==> src/rtl/vpx_pkg.sv <==
package vpx_pkg;

  localparam int GR_W = 32;

  typedef enum logic [1:0] {
    MD_SAVE     = 2'b00,
    MD_SAVE_CHG = 2'b01,
    MD_RESTORE  = 2'b10,
    MD_RSVD     = 2'b11
  } xfer_mode_e;

  typedef enum logic [1:0] {
    ST_IDLE,
    ST_FETCH,
    ST_STORE,
    ST_FIN
  } seq_state_e;

  // byte offset covering elements start..sect-1
  function automatic logic [GR_W-1:0] tail_bytes(input logic [15:0] start_elem,
                                                 input int unsigned sect);
    logic [GR_W-1:0] rem;
    rem = GR_W'(sect) - {16'h0, start_elem};
    return rem << 3;
  endfunction

  // address minus the offset of the start element must sit on a 4*sect byte boundary
  function automatic logic area_aligned(input logic [GR_W-1:0] addr,
                                        input logic [15:0] start_elem,
                                        input int unsigned sect);
    logic [GR_W-1:0] base;
    logic [GR_W-1:0] msk;
    base = addr - ({16'h0, start_elem} << 3);
    msk  = GR_W'(4 * sect) - 1;
    return (base & msk) == '0;
  endfunction

  // bit1: pair moved, bit0: not the final pair
  function automatic logic [1:0] cond_code(input logic [2:0] pair_idx, input logic moved);
    return {moved, (pair_idx != 3'd7)};
  endfunction

  function automatic logic [GR_W-1:0] next_ctl(input logic [2:0] pair_idx);
    logic [4:0] nxt;
    nxt = {1'b0, pair_idx, 1'b0} + 5'd2;
    return {{(GR_W-5){1'b0}}, nxt};
  endfunction

endpackage

==> src/rtl/vpx_check.sv <==
module vpx_check
  import vpx_pkg::*;
#(
  parameter int SECT  = 16,
  parameter int NPAIR = 8
) (
  input  logic [1:0]      mode,
  input  logic            priv,
  input  logic [3:0]      base_gr,
  input  logic [GR_W-1:0] gr_addr_in,
  input  logic [GR_W-1:0] gr_ctl_in,
  input  logic [NPAIR-1:0] pair_inuse,
  input  logic [NPAIR-1:0] pair_changed,
  output logic            spec_err,
  output logic            priv_err,
  output logic            take,
  output logic [2:0]      pair_idx,
  output logic [15:0]     start_elem
);
  logic [15:0] pair_num;
  logic        bad_elem, bad_pair, bad_align, bad_base, bad_mode;

  assign start_elem = gr_ctl_in[31:16];
  assign pair_num   = gr_ctl_in[15:0];
  assign pair_idx   = pair_num[3:1];

  assign bad_elem  = start_elem >= 16'(SECT);
  assign bad_pair  = (pair_num & 16'hFFF1) != 16'h0;
  assign bad_align = !area_aligned(gr_addr_in, start_elem, SECT);
  assign bad_base  = base_gr[0];
  assign bad_mode  = (mode == MD_RSVD);

  assign priv_err = (mode == MD_SAVE_CHG) && !priv;
  assign spec_err = !priv_err && (bad_elem || bad_pair || bad_align || bad_base || bad_mode);

  always_comb begin
    if (mode == MD_SAVE_CHG) take = pair_changed[pair_idx];
    else                     take = pair_inuse[pair_idx];
  end
endmodule

==> src/rtl/vpx_beat.sv <==
module vpx_beat
  import vpx_pkg::*;
#(
  parameter int SECT   = 16,
  parameter int ELEM_W = 32
) (
  input  logic                clk,
  input  logic                rst_n,
  input  logic                load,
  input  logic [GR_W-1:0]     load_addr,
  input  logic [15:0]         load_elem,
  input  logic                adv,
  input  logic                cap_mem,
  input  logic [2*ELEM_W-1:0] mem_rdata,
  input  logic                cap_vr,
  input  logic [ELEM_W-1:0]   vr_hi,
  input  logic [ELEM_W-1:0]   vr_lo,
  output logic [GR_W-1:0]     addr_q,
  output logic [15:0]         elem_q,
  output logic [2*ELEM_W-1:0] data_q,
  output logic                last_elem
);
  assign last_elem = (elem_q == 16'(SECT - 1));

  always_ff @(posedge clk or negedge rst_n) begin
    if (!rst_n) begin
      addr_q <= '0;
      elem_q <= '0;
    end else if (load) begin
      addr_q <= load_addr;
      elem_q <= load_elem;
    end else if (adv) begin
      addr_q <= addr_q + GR_W'(8);
      elem_q <= elem_q + 16'd1;
    end
  end

  always_ff @(posedge clk or negedge rst_n) begin
    if (!rst_n)       data_q <= '0;
    else if (cap_vr)  data_q <= {vr_hi, vr_lo};
    else if (cap_mem) data_q <= mem_rdata;
  end
endmodule

==> src/rtl/vpair_xfer_seq.sv <==
module vpair_xfer_seq
  import vpx_pkg::*;
#(
  parameter int SECT   = 16,
  parameter int ELEM_W = 32,
  localparam int EW    = $clog2(SECT),
  localparam int DW    = 2 * ELEM_W,
  localparam int NPAIR = 8
) (
  input  logic             clk,
  input  logic             rst_n,
  input  logic             start,
  input  logic [1:0]       mode,
  input  logic             priv,
  input  logic [3:0]       base_gr,
  input  logic [31:0]      gr_addr_in,
  input  logic [31:0]      gr_ctl_in,
  input  logic [NPAIR-1:0] pair_inuse,
  input  logic [NPAIR-1:0] pair_changed,
  output logic             mem_req,
  output logic             mem_we,
  output logic [31:0]      mem_addr,
  output logic [DW-1:0]    mem_wdata,
  input  logic [DW-1:0]    mem_rdata,
  input  logic             mem_ack,
  output logic             vr_req,
  output logic             vr_we,
  output logic [2:0]       vr_pair,
  output logic [EW-1:0]    vr_elem,
  output logic [ELEM_W-1:0] vr_wd_hi,
  output logic [ELEM_W-1:0] vr_wd_lo,
  input  logic [ELEM_W-1:0] vr_rd_hi,
  input  logic [ELEM_W-1:0] vr_rd_lo,
  input  logic             vr_ack,
  output logic             chg_set,
  output logic             chg_clr,
  output logic [2:0]       chg_pair,
  output logic             busy,
  output logic             done,
  output logic             spec_err,
  output logic             priv_err,
  output logic [1:0]       cc,
  output logic [31:0]      gr_addr_out,
  output logic [31:0]      gr_ctl_out
);
  seq_state_e state;
  xfer_mode_e mode_q;
  logic       priv_q, moved_q;
  logic [2:0] pair_q;

  logic        c_spec, c_priv, c_take;
  logic [2:0]  c_pair;
  logic [15:0] c_elem;

  logic [31:0] addr_q;
  logic [15:0] elem_q;
  logic [DW-1:0] data_q;
  logic        last_elem;

  logic        is_rst, accept, src_ack, dst_ack, beat_adv, cap_vr, cap_mem;

  vpx_check #(.SECT(SECT), .NPAIR(NPAIR)) u_check (
    .mode(mode), .priv(priv), .base_gr(base_gr),
    .gr_addr_in(gr_addr_in), .gr_ctl_in(gr_ctl_in),
    .pair_inuse(pair_inuse), .pair_changed(pair_changed),
    .spec_err(c_spec), .priv_err(c_priv), .take(c_take),
    .pair_idx(c_pair), .start_elem(c_elem)
  );

  assign accept  = (state == ST_IDLE) && start;
  assign is_rst  = (mode_q == MD_RESTORE);
  // restore reads memory and writes the register file; the save modes do the reverse
  assign src_ack = is_rst ? mem_ack : vr_ack;
  assign dst_ack = is_rst ? vr_ack  : mem_ack;
  assign beat_adv = (state == ST_STORE) && dst_ack;
  assign cap_vr   = (state == ST_FETCH) && !is_rst && vr_ack;
  assign cap_mem  = (state == ST_FETCH) &&  is_rst && mem_ack;

  vpx_beat #(.SECT(SECT), .ELEM_W(ELEM_W)) u_beat (
    .clk(clk), .rst_n(rst_n),
    .load(accept), .load_addr(gr_addr_in), .load_elem(c_elem),
    .adv(beat_adv),
    .cap_mem(cap_mem), .mem_rdata(mem_rdata),
    .cap_vr(cap_vr), .vr_hi(vr_rd_hi), .vr_lo(vr_rd_lo),
    .addr_q(addr_q), .elem_q(elem_q), .data_q(data_q), .last_elem(last_elem)
  );

  assign mem_req   = ((state == ST_FETCH) && is_rst) || ((state == ST_STORE) && !is_rst);
  assign mem_we    = !is_rst;
  assign mem_addr  = addr_q;
  assign mem_wdata = data_q;

  assign vr_req   = ((state == ST_FETCH) && !is_rst) || ((state == ST_STORE) && is_rst);
  assign vr_we    = is_rst;
  assign vr_pair  = pair_q;
  assign vr_elem  = elem_q[EW-1:0];
  assign vr_wd_hi = data_q[DW-1:ELEM_W];
  assign vr_wd_lo = data_q[ELEM_W-1:0];

  assign busy     = (state != ST_IDLE);
  assign done     = (state == ST_FIN);
  assign chg_pair = pair_q;
  assign chg_set  = done && moved_q && is_rst && !priv_q;
  assign chg_clr  = done && moved_q && (mode_q == MD_SAVE_CHG);

  always_ff @(posedge clk or negedge rst_n) begin
    if (!rst_n) begin
      state       <= ST_IDLE;
      mode_q      <= MD_SAVE;
      priv_q      <= 1'b0;
      moved_q     <= 1'b0;
      pair_q      <= '0;
      spec_err    <= 1'b0;
      priv_err    <= 1'b0;
      cc          <= '0;
      gr_addr_out <= '0;
      gr_ctl_out  <= '0;
    end else begin
      unique case (state)
        ST_IDLE: begin
          if (start) begin
            mode_q   <= xfer_mode_e'(mode);
            priv_q   <= priv;
            pair_q   <= c_pair;
            spec_err <= c_spec;
            priv_err <= c_priv;
            if (c_spec || c_priv) begin
              moved_q     <= 1'b0;
              cc          <= 2'd0;
              gr_addr_out <= gr_addr_in;
              gr_ctl_out  <= gr_ctl_in;
              state       <= ST_FIN;
            end else if (!c_take) begin
              moved_q     <= 1'b0;
              cc          <= cond_code(c_pair, 1'b0);
              gr_addr_out <= gr_addr_in + tail_bytes(c_elem, SECT);
              gr_ctl_out  <= next_ctl(c_pair);
              state       <= ST_FIN;
            end else begin
              moved_q <= 1'b1;
              state   <= ST_FETCH;
            end
          end
        end
        ST_FETCH: begin
          if (src_ack) state <= ST_STORE;
        end
        ST_STORE: begin
          if (dst_ack) begin
            if (last_elem) begin
              cc          <= cond_code(pair_q, 1'b1);
              gr_addr_out <= addr_q + 32'd8;
              gr_ctl_out  <= next_ctl(pair_q);
              state       <= ST_FIN;
            end else begin
              state <= ST_FETCH;
            end
          end
        end
        ST_FIN: state <= ST_IDLE;
        default: state <= ST_IDLE;
      endcase
    end
  end
endmodule

==> config.mk <==
export PLATFORM = sky130hd
export DESIGN_NAME = vpair_xfer_seq
export DESIGN_NICKNAME = d
export VERILOG_FILES = /design/src/rtl/vpx_pkg.sv /design/src/rtl/vpx_check.sv /design/src/rtl/vpx_beat.sv /design/src/rtl/vpair_xfer_seq.sv
export SDC_FILE = /design/constraint.sdc
export NUM_CORES = 1
export LEC_CHECK = 0
export BUFFER_PORTS_ARGS = -buffer_cell sky130_fd_sc_hd__clkbuf_2
export CAP_MARGIN = 20
export CORE_ASPECT_RATIO = 1.25
export CORE_MARGIN = 1
export CORE_UTILIZATION = 25
export DETAILED_ROUTE_END_ITERATION = 12
export PLACE_DENSITY = 0.52
export SLEW_MARGIN = 20
export SYNTH_ARGS = -nofsm -noshare
export SYNTH_HDL_FRONTEND = slang
export SYNTH_HIERARCHICAL = 1
export SYNTH_SLANG_ARGS = --single-unit
==> constraint.sdc <==
create_clock -name clk -period 3.05 [get_ports clk]
set_input_delay 0.1525 -clock clk [delete_from_list [all_inputs] [get_ports clk]]
set_output_delay 0.1525 -clock clk [all_outputs]
set_load 0.1 [all_outputs]
# [After elaboration in Yosys (flattened, before gate mapping)]
# Cells that the tools add are included.
# Widths: inputs -> output; s select.
[totals] out_inout_bits=246 wordCells=113 ff_bits=189
[classes] magnitude_cmp=2 reduce_logical=36 n_mux=40 n_eq_ne=15 n_addsub=7
[ops] operator="$mux 32" count=12
[ops] operator="$mux 64" count=2
[ops] operator="$pmux 32 s2" count=2
[ops] operator="$add 32x32->32" count=1
[ops] operator="$add 32x4->32 const B" count=1
[ops] operator="$logic_not 32->1" count=1
[ops] operator="$mux 16" count=2
[ops] operator="$mux 2" count=11
[ops] operator="$sub 5x16->17 const A" count=1
[ops] operator="$add 16x1->16 const B" count=1
[ops] operator="$eq 16x4->1 const B" count=1
[ops] operator="$ge 16x5->1 const B" count=1
[ops] operator="$reduce_bool 16->1" count=1
[ops] operator="$logic_and 1x1->1" count=14
[ops] operator="$add 4x2->5 const B" count=2
[ops] operator="$eq 2x2->1 const B" count=4
[ops] operator="$ne 2x2->1 const B" count=4
[ops] operator="$pmux 2 s4" count=1
[ops] operator="$reduce_bool 2->1" count=4
[ops] operator="$logic_or 1x1->1" count=7
[ops] operator="$mux 1" count=7
[ops] operator="$bmux 1 s3" count=2
[ops] operator="$eq 2x1->1 const B" count=3
[ops] operator="$ne 3x3->1 const B" count=2
[ops] operator="9 further kinds" count=13

# [Depth between registers and ports, before layout]
# Gate-level depths: netlist (run 1).
[depth] ltp_word=11 depth_mapped=19

# [Modules after synthesis]
# The synthesis (run 1) kept the hierarchy.
[modules_own_cells] mod="vpair_xfer_seq" area_each_um2=6618.8 cells_per_inst=836 seq_area_each_um2=1926.8 instances=1
[modules_own_cells] mod="vpx_beat" area_each_um2=5665.4 cells_per_inst=586 seq_area_each_um2=2802.7 instances=1
[modules_own_cells] mod="vpx_check" area_each_um2=426.7 cells_per_inst=47 seq_area_each_um2=0.0 instances=1

# [Least setup slack after synthesis (run 1)]
# OpenSTA, ideal clock, no wires.
[synth_path] path_type="flip-flop to output port" start="reg mode_q[1]" end="out mem_req" arrival_ps=4262 path_slack_ps=-1365 path_stages_with_launch=5 path_buffers=1 path_cell_list="dfrtp_1 -> nand2b_1 -> clkbuf_1 -> inv_2 -> o21ai_0"
[synth_between] elab_chain_len=4 elab_cells_between_ends=5 classes_between="eq/ne (1); reduce/logical (4)"
[synth_rtl] item="start: declaration" line="vpair_xfer_seq.sv:47" text="xfer_mode_e mode_q;"
[synth_rtl] item="start signal: assignment" line="vpair_xfer_seq.sv:122" text="mode_q <= xfer_mode_e'(mode);"
[synth_rtl] item="$eq 2x2->1" line="vpair_xfer_seq.sv:71" text="assign is_rst = (mode_q == MD_RESTORE);"
[synth_rtl] item="$logic_not 1->1"
[synth_rtl] item="net mem_we" line="vpair_xfer_seq.sv:21" text="output logic mem_we,"
[synth_rtl] item="$logic_and 1x1->1" line="vpair_xfer_seq.sv:88" text="assign mem_req = ((state == ST_FETCH) && is_rst) || ((state == ST_STORE) && !is_rst);"
[synth_rtl] item="$logic_or 1x1->1" line="vpair_xfer_seq.sv:88"
[synth_rtl] item="end: declaration" line="vpair_xfer_seq.sv:20" text="output logic mem_req,"
# The timed path passes the listed nets, and every way through them passes these cells.

# [Worst setup path after layout (run 1)]
[layout_path] start="in gr_ctl_in[24]" end="reg gr_addr_out[27]"
[layout_between] elab_chain_len=10 elab_cells_between_ends=15 classes_between="add/sub (2); order compare (1); eq/ne (1); mux (4); reduce/logical (7)"
[layout_rtl] item="start: declaration" line="vpair_xfer_seq.sv:17" text="input logic [31:0] gr_ctl_in,"
[layout_rtl] item="branches (longest 10 deep; another with $add 32x32->32)"
[layout_rtl] item="end signal: assignment" line="vpair_xfer_seq.sv:130" text="gr_addr_out <= gr_addr_in;"
[layout_rtl] item="end signal: assignment" line="vpair_xfer_seq.sv:136" text="gr_addr_out <= gr_addr_in + tail_bytes(c_elem, SECT);"
[layout_rtl] item="end signal: assignment" line="vpair_xfer_seq.sv:152" text="gr_addr_out <= addr_q + 32'd8;"
[layout_rtl] item="end: declaration" line="vpair_xfer_seq.sv:43" text="output logic [31:0] gr_addr_out,"
# Parallel ways; which one is timed is not known. The select of a mux whose other input is x is not followed.
# A chain may end at the register's enable or synchronous reset.

==> results.py, run 1 <==
metrics = {
    "placed_design": {
        "placed_area_um2": 16500,
        "gp_congestion": 0.942,
        "dp_hpwl_um": 52700,
        "port_buffers": 462,
    },
    "route": {
        "drt_first_pass_iters": 8,
        "drt-wirelength-per-cell_um": 23.4,
        "drc": 0,
        "viasPerCell": 5.01,
        "drt-initial-drc-count": 830,
        "totalWireLength_um": 65800,
        "drtAntennaViolNets": 0,
        "via_count": 14100,
    },
    "status": {
        "status": "finished, violations left",
        "failed_checks": "negative setup slack",
    },
    "global_routing": {
        "antenna_found_initial": 4,
        "first_global_vias": 14200,
        "track_usage_pct": 24.8,
        "grt_overflow": 0,
        "grt_pass1_wl_um": 93300,
        "grt_max_degree": 78,
    },
    "clock_network": {
        "cts_tree": "done",
        "clock_latency_ns": 0.48,
        "clockBufferDepth": 2,
        "clockRootBuffer": "clkbuf_16",
        "clk_pin_slew_ns": 0.08,
        "cts_buffers": 17,
        "htree_levels": 4,
        "clock_sinks": 189,
    },
    "finish": {
        "final_layout_size_suffix_gt1_share_pct": 37.0,
        "fin_nets": 2393,
        "syn_to_final_growth_pct": 50.0,
        "final_area_um2": 19100,
        "final_util_pct": 37.9,
    },
    "timing": {
        "worst_slew_pin_slew_ns": 0.744,
        "slew_headroom_pct": 50.6,
        "setup_viol": 4,
        "rsz0062_at_grt": "true",
        "fin_crit_sh_pct": 102,
        "period_needed_ns": 3.11,
        "setup_slack_ns": -0.0590,
        "hold_viol_final": 0,
        "finalClockSkew_ns": 0.0143,
        "fmax_ghz": 0.322,
        "drv_slew": 0,
    },
    "die": {
        "floorplan.initialDensity_pct": 25.3,
        "die_w_um": 204,
        "core_um2": 50300,
        "ios": 466,
        "rows": 92,
        "die_h_um": 254,
        "die_area_um2": 51800,
    },
    "logic_synthesis": {
        "synth_edf_count": 0,
        "synth_warnings": 6,
        "async_reset_ff_share_pct": 100,
        "synth.avg_cell_area_um2": 8.65,
        "syn_nets": 1729,
        "synth_ff_type": "dfrtp_1",
        "yosys_register_bits": 189,
        "seq_area_frac_synth_pct": 37.2,
        "yosysUniqueCellTypes": 81,
        "syn_area_um2": 12700,
        "syn_inst": 1469,
    },
    "worst_setup_path": {
        "worstPathRequired_ns": 3.41,
        "crit_path_start_kind": "input pin",
        "worstSetupEndpointType": "flip-flop",
        "cp.arrival_ns": 3.47,
        "cp_max_fo": 8,
        "critPathKind": "in -> reg",
    },
    "flow_run": {
        "cap_violations": 0,
    },
    "worst_hold_path": {
        "hold_path_class": "in -> reg",
    },
}
per-layer routing:
layer	routed length (µm)	vias up	global-route usage [%]
li1	-	6482	-
met1	26000	6905	29.4
met2	31500	586	41.7
met3	5450	105	7.17
met4	2780	0	10.6
met5	0	-	0
repair_timing:
item,CTS,global route
setup buffers,0,6
pin swaps,2,28
gates resized for setup,8,55
setup endpoints to repair,13,66
hold buffers,161,0
endpoints found under the hold margin,181,0
cells in the final DEF (no fill, tap or decap), types with 12 or more instances in the layout:
master and n:
mux2_2 12, o21ai_1 12, clkbuf_16 17, buf_4 182, a21o_1 17, a31oi_1 22, xor2_1 34, xnor2_1 53
nor4_1 12, nor2_1 63, clkbuf_2 456, o21ai_0 136, a21oi_1 43, inv_1 14, mux2i_1 72, dlygate4sd3_1 161
nand2_1 265, ha_1 29, and3_1 16, nand3_1 63, nand4_1 24, dfrtp_1 189
registers in the layout, summed over array words and instances, names as in the netlist, 2 cells and up:
name	flops
chg_pair	3
u_beat/elem_q	16
mode_q	2
u_beat/data_q	64
gr_ctl_out	32
cc	2
u_beat/addr_q	32
gr_addr_out	32
state	2
synthesized netlist by cell type, types with 3 or more instances:
| cell | n | area, µm² |
|---|---|---|
| nand2_1 | 270 | 1010 |
| dfrtp_1 | 189 | 4730 |
| o21ai_0 | 145 | 726 |
| buf_4 | 91 | 683 |
| mux2i_1 | 72 | 721 |
| nor2_1 | 71 | 267 |
| nand3_1 | 63 | 315 |
| xnor2_1 | 53 | 464 |
| a21oi_1 | 50 | 250 |
| clkbuf_1 | 48 | 180 |
| ha_1 | 38 | 475 |
| xor2_1 | 34 | 298 |
| a31oi_1 | 24 | 150 |
| nand4_1 | 24 | 150 |
| and3_1 | 19 | 119 |
| a21o_1 | 17 | 128 |
| nor4_1 | 17 | 106 |
| inv_1 | 16 | 60.1 |
| nor3_1 | 15 | 75.1 |
| mux2_2 | 12 | 135 |
| o31ai_1 | 11 | 82.6 |
| or4_1 | 11 | 82.6 |
| buf_2 | 10 | 50.1 |
| o211ai_1 | 10 | 75.1 |
| buf_1 | 9 | 33.8 |
| buf_6 | 9 | 101 |
| o22ai_1 | 9 | 56.3 |
| and4_1 | 8 | 70.1 |
| and2_1 | 6 | 37.5 |
| nand2b_1 | 6 | 37.5 |
| o21a_1 | 6 | 45.0 |
| a211oi_1 | 5 | 37.5 |
| a221oi_1 | 5 | 43.8 |
| nor2b_1 | 5 | 31.3 |
| or2_2 | 5 | 31.3 |
| or3_1 | 5 | 31.3 |
| and3_2 | 4 | 30.0 |
| mux4_1 | 4 | 105 |
| o21ai_1 | 4 | 20.0 |
| o21bai_1 | 4 | 30.0 |
| o221ai_1 | 4 | 35.0 |
| o311ai_1 | 4 | 35.0 |
| a22oi_1 | 3 | 22.5 |
| o311ai_0 | 3 | 26.3 |
stage by stage:
step           hold slack (ns)  instances  worst slack, ns  setup TNS (ns)
2_1_floorplan           -0.143       1469           -0.425           -2.72
3_3_place_gp             0.252       2605           -0.611          -26.15
3_5_place_dp             0.251       2605           -0.749          -30.37
4_1_cts               0.000261       2798          -0.0202         -0.0202
5_1_grt                 0.0232       2805           -0.129          -0.607
6_report                0.0155       2809          -0.0590          -0.111
area by class of cell:
type | instances | area, µm²
well taps | 658 | 823
clock inverters | 15 | 199
repair buffers | 813 | 5490
flip-flops and latches | 189 | 4730
diodes | 5 | 12.5
clock buffers | 17 | 425
fillers | 5191 | 31200
inverters | 18 | 77.6
multi-input cells | 1094 | 7310
final timing paths:
check | slack (ns) | start | cells after the start | end
min | 0.02 | vr_rd_lo[4] | 3 | u_beat/data_q[4]
max reg2reg | 0.22 | mode_q[0] | 8 | u_beat/addr_q[28]
max | -0.06 | gr_ctl_in[24] | 14 | gr_addr_out[27]
min reg2reg | 0.47 | gr_ctl_out[22] | 2 | gr_ctl_out[22]
min in group asynchronous | 0.26 | rst_n | 2 | u_beat/data_q[39]
max in group asynchronous | 1.91 | rst_n | 3 | u_beat/elem_q[9]
critical path, cell delays in order:
cell and delay [ns]:
buf_6 0.09, or4_4 0.53, or4_4 0.49, nand2b_4 0.29, ha_4 0.30, a21oi_4 0.16
o21ai_2 0.08, a211o_1 0.35, a221oi_2 0.27, o21ai_1 0.11, xnor2_1 0.25, nor2_1 0.10
a221oi_2 0.18, o21ai_1 0.09
cell families (layout without fill, tap and decap cells):
logic type | after synthesis | after routing | share of synthesized area (%)
adders and majority gates | 40 | 40 | 4.06
muxes | 88 | 88 | 7.56
DFF | 189 | 189 | 37.2
AOI/OAI and AO/OA | 329 | 329 | 15.8
buffers and inverters | 186 | 863 | 8.89
and+or+nand+nor | 550 | 550 | 20.5
other | 0 | 5 | 0
xor gates and xnor gates | 87 | 87 | 5.99
Power of run 1 is not shown: default switching activity piles up to over one toggle a cycle in this logic, so the estimate is an artifact.
==> run 2: changes to the inputs <==
--- a/config.mk
+++ b/config.mk
@@ -12,6 +12,7 @@
 export CORE_UTILIZATION = 25
 export DETAILED_ROUTE_END_ITERATION = 12
 export PLACE_DENSITY = 0.52
+export SETUP_SLACK_MARGIN = 0.15
 export SLEW_MARGIN = 20
 export SYNTH_ARGS = -nofsm -noshare
 export SYNTH_HDL_FRONTEND = slang
==> results.py, run 2 (synthesized netlist as in run 1, its figures left out) <==
metrics = {
    "timing": {
        "setup_slack_ns": -0.118,
        "rsz0062_at_grt": "true",
        "setup_viol": 3,
        "period_needed_ns": 3.17,
        "slew_headroom_pct": 49.6,
        "fmax_ghz": 0.316,
        "hold_viol_final": 0,
        "finalClockSkew_ns": 0.0133,
        "final.setup.tns_ns": -0.229,
        "drv_slew": 0,
        "worst_slew_pin_slew_ns": 0.760,
        "fin_hold_ws_ns": 0.0207,
        "fin_crit_sh_pct": 104,
    },
    "finish": {
        "final_layout_size_suffix_gt1_share_pct": 38.2,
        "largest_register_ffs": 64,
        "syn_to_final_growth_pct": 51.3,
        "fin_nets": 2403,
        "layout_common_cells": "455 x clkbuf_2, 265 x nand2_1, 189 x dfrtp_1, 189 x buf_4, 153 x dlygate4sd3_1",
        "regMostFlops": "u_beat/data_q",
        "layout_commonest_cell": "clkbuf_2",
    },
    "route": {
        "drt-wirelength-per-cell_um": 23.6,
        "drtAntennaViolNets": 0,
        "drc": 0,
        "drt_first_pass_iters": 6,
        "totalWireLength_um": 66400,
        "drt-initial-drc-count": 919,
        "via_count": 14100,
        "viasPerCell": 4.99,
    },
    "clock_network": {
        "cts_tree": "done",
        "clk_pin_slew_ns": 0.08,
        "clock_sinks": 189,
        "htree_levels": 4,
        "clockBufferDepth": 2,
        "clock_latency_ns": 0.47,
        "clockRootBuffer": "clkbuf_16",
        "cts_buffers": 17,
    },
    "worst_hold_path": {
        "hold_path_class": "in -> reg",
    },
    "die": {
        "die_area_um2": 51800,
        "core_um2": 50300,
        "ios": 466,
        "die_h_um": 254,
        "floorplan.initialDensity_pct": 25.3,
        "rows": 92,
        "die_w_um": 204,
    },
    "worst_setup_path": {
        "worstSetupEndpointType": "flip-flop",
        "critPathKind": "in -> reg",
        "crit_path_start_kind": "input pin",
        "worstPathRequired_ns": 3.40,
        "cp.arrival_ns": 3.52,
        "cp_max_fo": 3,
    },
    "global_routing": {
        "antenna_found_initial": 12,
        "first_global_vias": 13900,
        "grt_pass1_wl_um": 93500,
        "grt_overflow": 0,
        "track_usage_pct": 25.0,
        "grt_max_degree": 67,
    },
    "placed_design": {
        "gp_congestion": 1.00,
        "port_buffers": 462,
        "dp_hpwl_um": 52500,
    },
    "status": {
        "status": "finished, violations left",
        "failed_checks": "negative setup slack",
    },
    "flow_run": {
        "cap_violations": 0,
    },
}
-- run 2: cell count changes in the layout (fill, tap and decap cells not counted), moves of 3 or more --
cell,before,now
buf_8,1,4
nor3_2,5,1
dlygate4sd3_1,161,153
buf_4,182,189
nor3_4,2,5
a21oi_2,6,10
nor2_1,63,60
clkinv_8,5,1
o21ai_1,12,17
o21ai_0,136,129
a21oi_1,43,38
buf_6,4,14
inv_12,3,0
-- run 2: routing by layer --
metal	vias up	GRT usage [%]	wire, µm
met4	8	9.73	2150
met2	562	42.8	32600
met3	98	8.53	5740
met5	-	0	57
met1	6896	28.6	25900
li1	6498	-	-
-- run 2: through the flow --
step	instances	cell area [µm²]	setup WS, ns	utilization [%]
after detailed placement	2605	16500	-0.846	32.7
after global placement	2605	16500	-0.851	32.7
after floorplan	1469	12900	-0.417	-
after global routing	2817	19200	-0.202	38.2
after CTS	2801	18800	-0.0811	37.5
final	2818	19200	-0.118	38.2
-- run 2: path summary, 6_finish.rpt --
path,startpoint,endpoint,slack [ns],cells past startpoint
min in group asynchronous,rst_n,u_beat/data_q[38],0.24,2
hold reg to reg,gr_ctl_out[20],gr_ctl_out[20],0.47,2
setup / recovery,gr_ctl_in[24],gr_addr_out[28],-0.12,13
setup reg to reg,state[0],u_beat/data_q[22],0.34,7
hold / removal,mem_rdata[10],u_beat/data_q[10],0.02,3
max in group asynchronous,rst_n,u_beat/addr_q[27],1.94,3
-- run 2: what timing repair did --
action | CTS | global route
hold buffers | 153 | 0
hold endpoints to repair | 166 | 0
pin swaps | 21 | 56
cloned | 0 | 0
setup buffers | 12 | 12
setup endpoints to repair | 69 | 70
gates resized for setup | 39 | 79
-- run 2: layout make-up --
class	instances	area [µm²]
Fill cell	5197	31100
Multi-Input combinational cell	1094	7420
Timing Repair Buffer	823	5600
Sequential cell	189	4730
Tap cell	658	823
Clock buffer	18	439
Clock inverter	13	123
Inverter	18	77.6
Antenna cell	5	12.5
-- run 2: worst max-delay path: stages --
cell and delay (ns):
buf_6 0.09, or4_4 0.54, or4_4 0.49, xor2_2 0.17, ha_1 0.31, a21o_4 0.23, or4b_4 0.53, o22ai_4 0.17
a31oi_4 0.08, a41o_1 0.24, nor3b_1 0.15, nor4_1 0.26, o31ai_1 0.10
Power of run 2 is left out for the same reason.
==> run 3: changes to the inputs <==
--- a/config.mk
+++ b/config.mk
@@ -5,13 +5,13 @@
 export SDC_FILE = /design/constraint.sdc
 export NUM_CORES = 1
 export LEC_CHECK = 0
-export BUFFER_PORTS_ARGS = -buffer_cell sky130_fd_sc_hd__clkbuf_2
 export CAP_MARGIN = 20
 export CORE_ASPECT_RATIO = 1.25
 export CORE_MARGIN = 1
 export CORE_UTILIZATION = 25
 export DETAILED_ROUTE_END_ITERATION = 12
-export PLACE_DENSITY = 0.52
+export DONT_BUFFER_PORTS = 1
+export PLACE_DENSITY = 0.44
 export SETUP_SLACK_MARGIN = 0.15
 export SLEW_MARGIN = 20
 export SYNTH_ARGS = -nofsm -noshare
==> results.py, run 3 (synthesized netlist as in run 1, its figures left out) <==
metrics = {
    "status": {
        "status": "finished, violations left",
        "failed_checks": "negative hold slack",
    },
    "timing": {
        "fin_hold_ws_ns": -0.655,
        "slew_headroom_pct": 31.6,
        "finalClockSkew_ns": 0.0156,
        "hold_viol_final": 189,
        "period_needed_ns": 3.00,
        "setup_viol": 0,
        "worst_slew_pin_slew_ns": 1.03,
        "setup_slack_ns": 0.0538,
        "fin_crit_sh_pct": 98.2,
        "drv_slew": 0,
        "fmax_ghz": 0.334,
        "rsz0062_at_grt": "true",
    },
    "route": {
        "drt_first_pass_iters": 5,
        "totalWireLength_um": 62500,
        "drc": 0,
        "drtAntennaViolNets": 0,
        "drt-wirelength-per-cell_um": 25.4,
        "viasPerCell": 5.12,
        "drt-initial-drc-count": 821,
        "via_count": 12600,
    },
    "die": {
        "ios": 466,
        "core_um2": 50300,
        "die_w_um": 204,
        "rows": 92,
        "die_h_um": 254,
        "die_area_um2": 51800,
        "floorplan.initialDensity_pct": 25.3,
    },
    "worst_setup_path": {
        "crit_path_start_kind": "input pin",
        "r2r-start": "mode_q[0]",
        "crit_chain": "or4_4 > or4_4 > xor2_1 > ha_1 > a21o_4 > or4b_4 > o22ai_2 > a31oi_4 > a41o_1 > nor3b_1 > nor4_1 > o31ai_1",
        "worstPathRequired_ns": 3.43,
        "cp_max_fo": 5,
        "cp_slowest_cell": "or4_4",
        "cp.arrival_ns": 3.38,
        "critical_path.startpoint": "gr_ctl_in[24]",
        "r2r_slack_ns": 0.28,
        "critPathKind": "in -> reg",
        "rr_endpoint": "u_beat/addr_q[28]",
        "max_stage_delay_ns": 0.52,
        "r2r_cells": 8,
        "worstSetupEndpointType": "flip-flop",
        "cpMostUsedCell": "or4_4",
    },
    "finish": {
        "fin_nets": 2041,
        "stdcell_count": 2459,
        "final_util_pct": 35.2,
        "layout_common_cells": "268 x nand2_1, 250 x buf_4, 198 x dlygate4sd3_1, 137 x o21ai_0, 122 x dfrtp_1",
        "layout_commonest_cell": "nand2_1",
        "regMostFlops": "u_beat/data_q",
        "largest_register_ffs": 64,
        "final_layout_size_suffix_gt1_share_pct": 26.0,
        "syn_to_final_growth_pct": 39.2,
    },
    "clock_network": {
        "clock_sinks": 189,
        "htree_levels": 4,
        "cts_buffers": 17,
        "clockRootBuffer": "clkbuf_16",
        "clk_pin_slew_ns": 0.08,
        "clockBufferDepth": 2,
        "cts-hold-fix-buffers": 198,
        "clock_latency_ns": 0.51,
        "cts_tree": "done",
    },
    "placed_design": {
        "dp_worst_setup_slack_ns": -0.532,
        "gp_congestion": 0.894,
        "port_buffers": 0,
        "dp_hpwl_um": 47000,
        "dp.cells": 2217,
    },
    "global_routing": {
        "antenna_found_initial": 10,
        "first_global_vias": 12600,
        "grt_pass1_wl_um": 86500,
        "grt_max_degree": 190,
        "grt_overflow": 0,
        "top_usage_layer": "met2",
        "met1_usage_pct": 25.9,
        "track_usage_pct": 23.5,
        "gr-usage-met2_pct": 38.4,
        "met3_usage_pct": 10.1,
    },
    "worst_hold_path": {
        "hold_path_class": "in -> async",
    },
    "flow_run": {
        "cap_violations": 0,
    },
}
-- run 3: layout make-up --
class | instances | area [µm²]
fill | 5124 | 32600
multi-input combinational | 1094 | 7270
sequential | 189 | 4810
timing repair buffer | 461 | 4100
tap | 658 | 823
clock buffer | 17 | 425
clock inverter | 15 | 169
inverter | 18 | 72.6
antenna | 7 | 17.5
-- run 3: through the flow --
step | area, µm² | setup TNS, ns
2_1_floorplan | 12900 | -2.71
3_3_place_gp | 14800 | -31.98
3_5_place_dp | 14800 | -29.70
4_1_cts | 17400 | 0
5_1_grt | 17700 | -0.124
6_report | 17700 | 0
-- run 3: metal layers --
layer	up-vias	wire length, µm
li1	5773	-
met1	6158	23600
met5	-	92
met3	105	6480
met2	556	29700
met4	8	2630
-- run 3: worst max-delay path by stage --
stage | slack, ns | to | cells after the start
after floorplan | -0.42 | gr_addr_out[28] | 14
after global placement | -0.53 | gr_addr_out[17] | 18
after detailed placement | -0.53 | gr_addr_out[28] | 12
after CTS | 0.11 | gr_addr_out[28] | 12
after global routing | -0.06 | gr_addr_out[28] | 12
final | 0.05 | gr_addr_out[28] | 12
-- run 3: worst max-delay path, delay by kind of cell --
| family | cells | cell delay, ns |
|---|---|---|
| compound gates | 5 | 0.84 |
| fa+ha+maj | 1 | 0.31 |
| xor+xnor | 1 | 0.17 |
| simple gates | 5 | 1.91 |
-- run 3: what timing repair did --
action                     CTS  global route
cloned                       0             1
pin swaps                    2            14
hold endpoints to repair   363           189
gates resized for setup      8            39
buffers inserted             2             2
setup endpoints to repair   63            76
Power of run 3 is left out for the same reason.
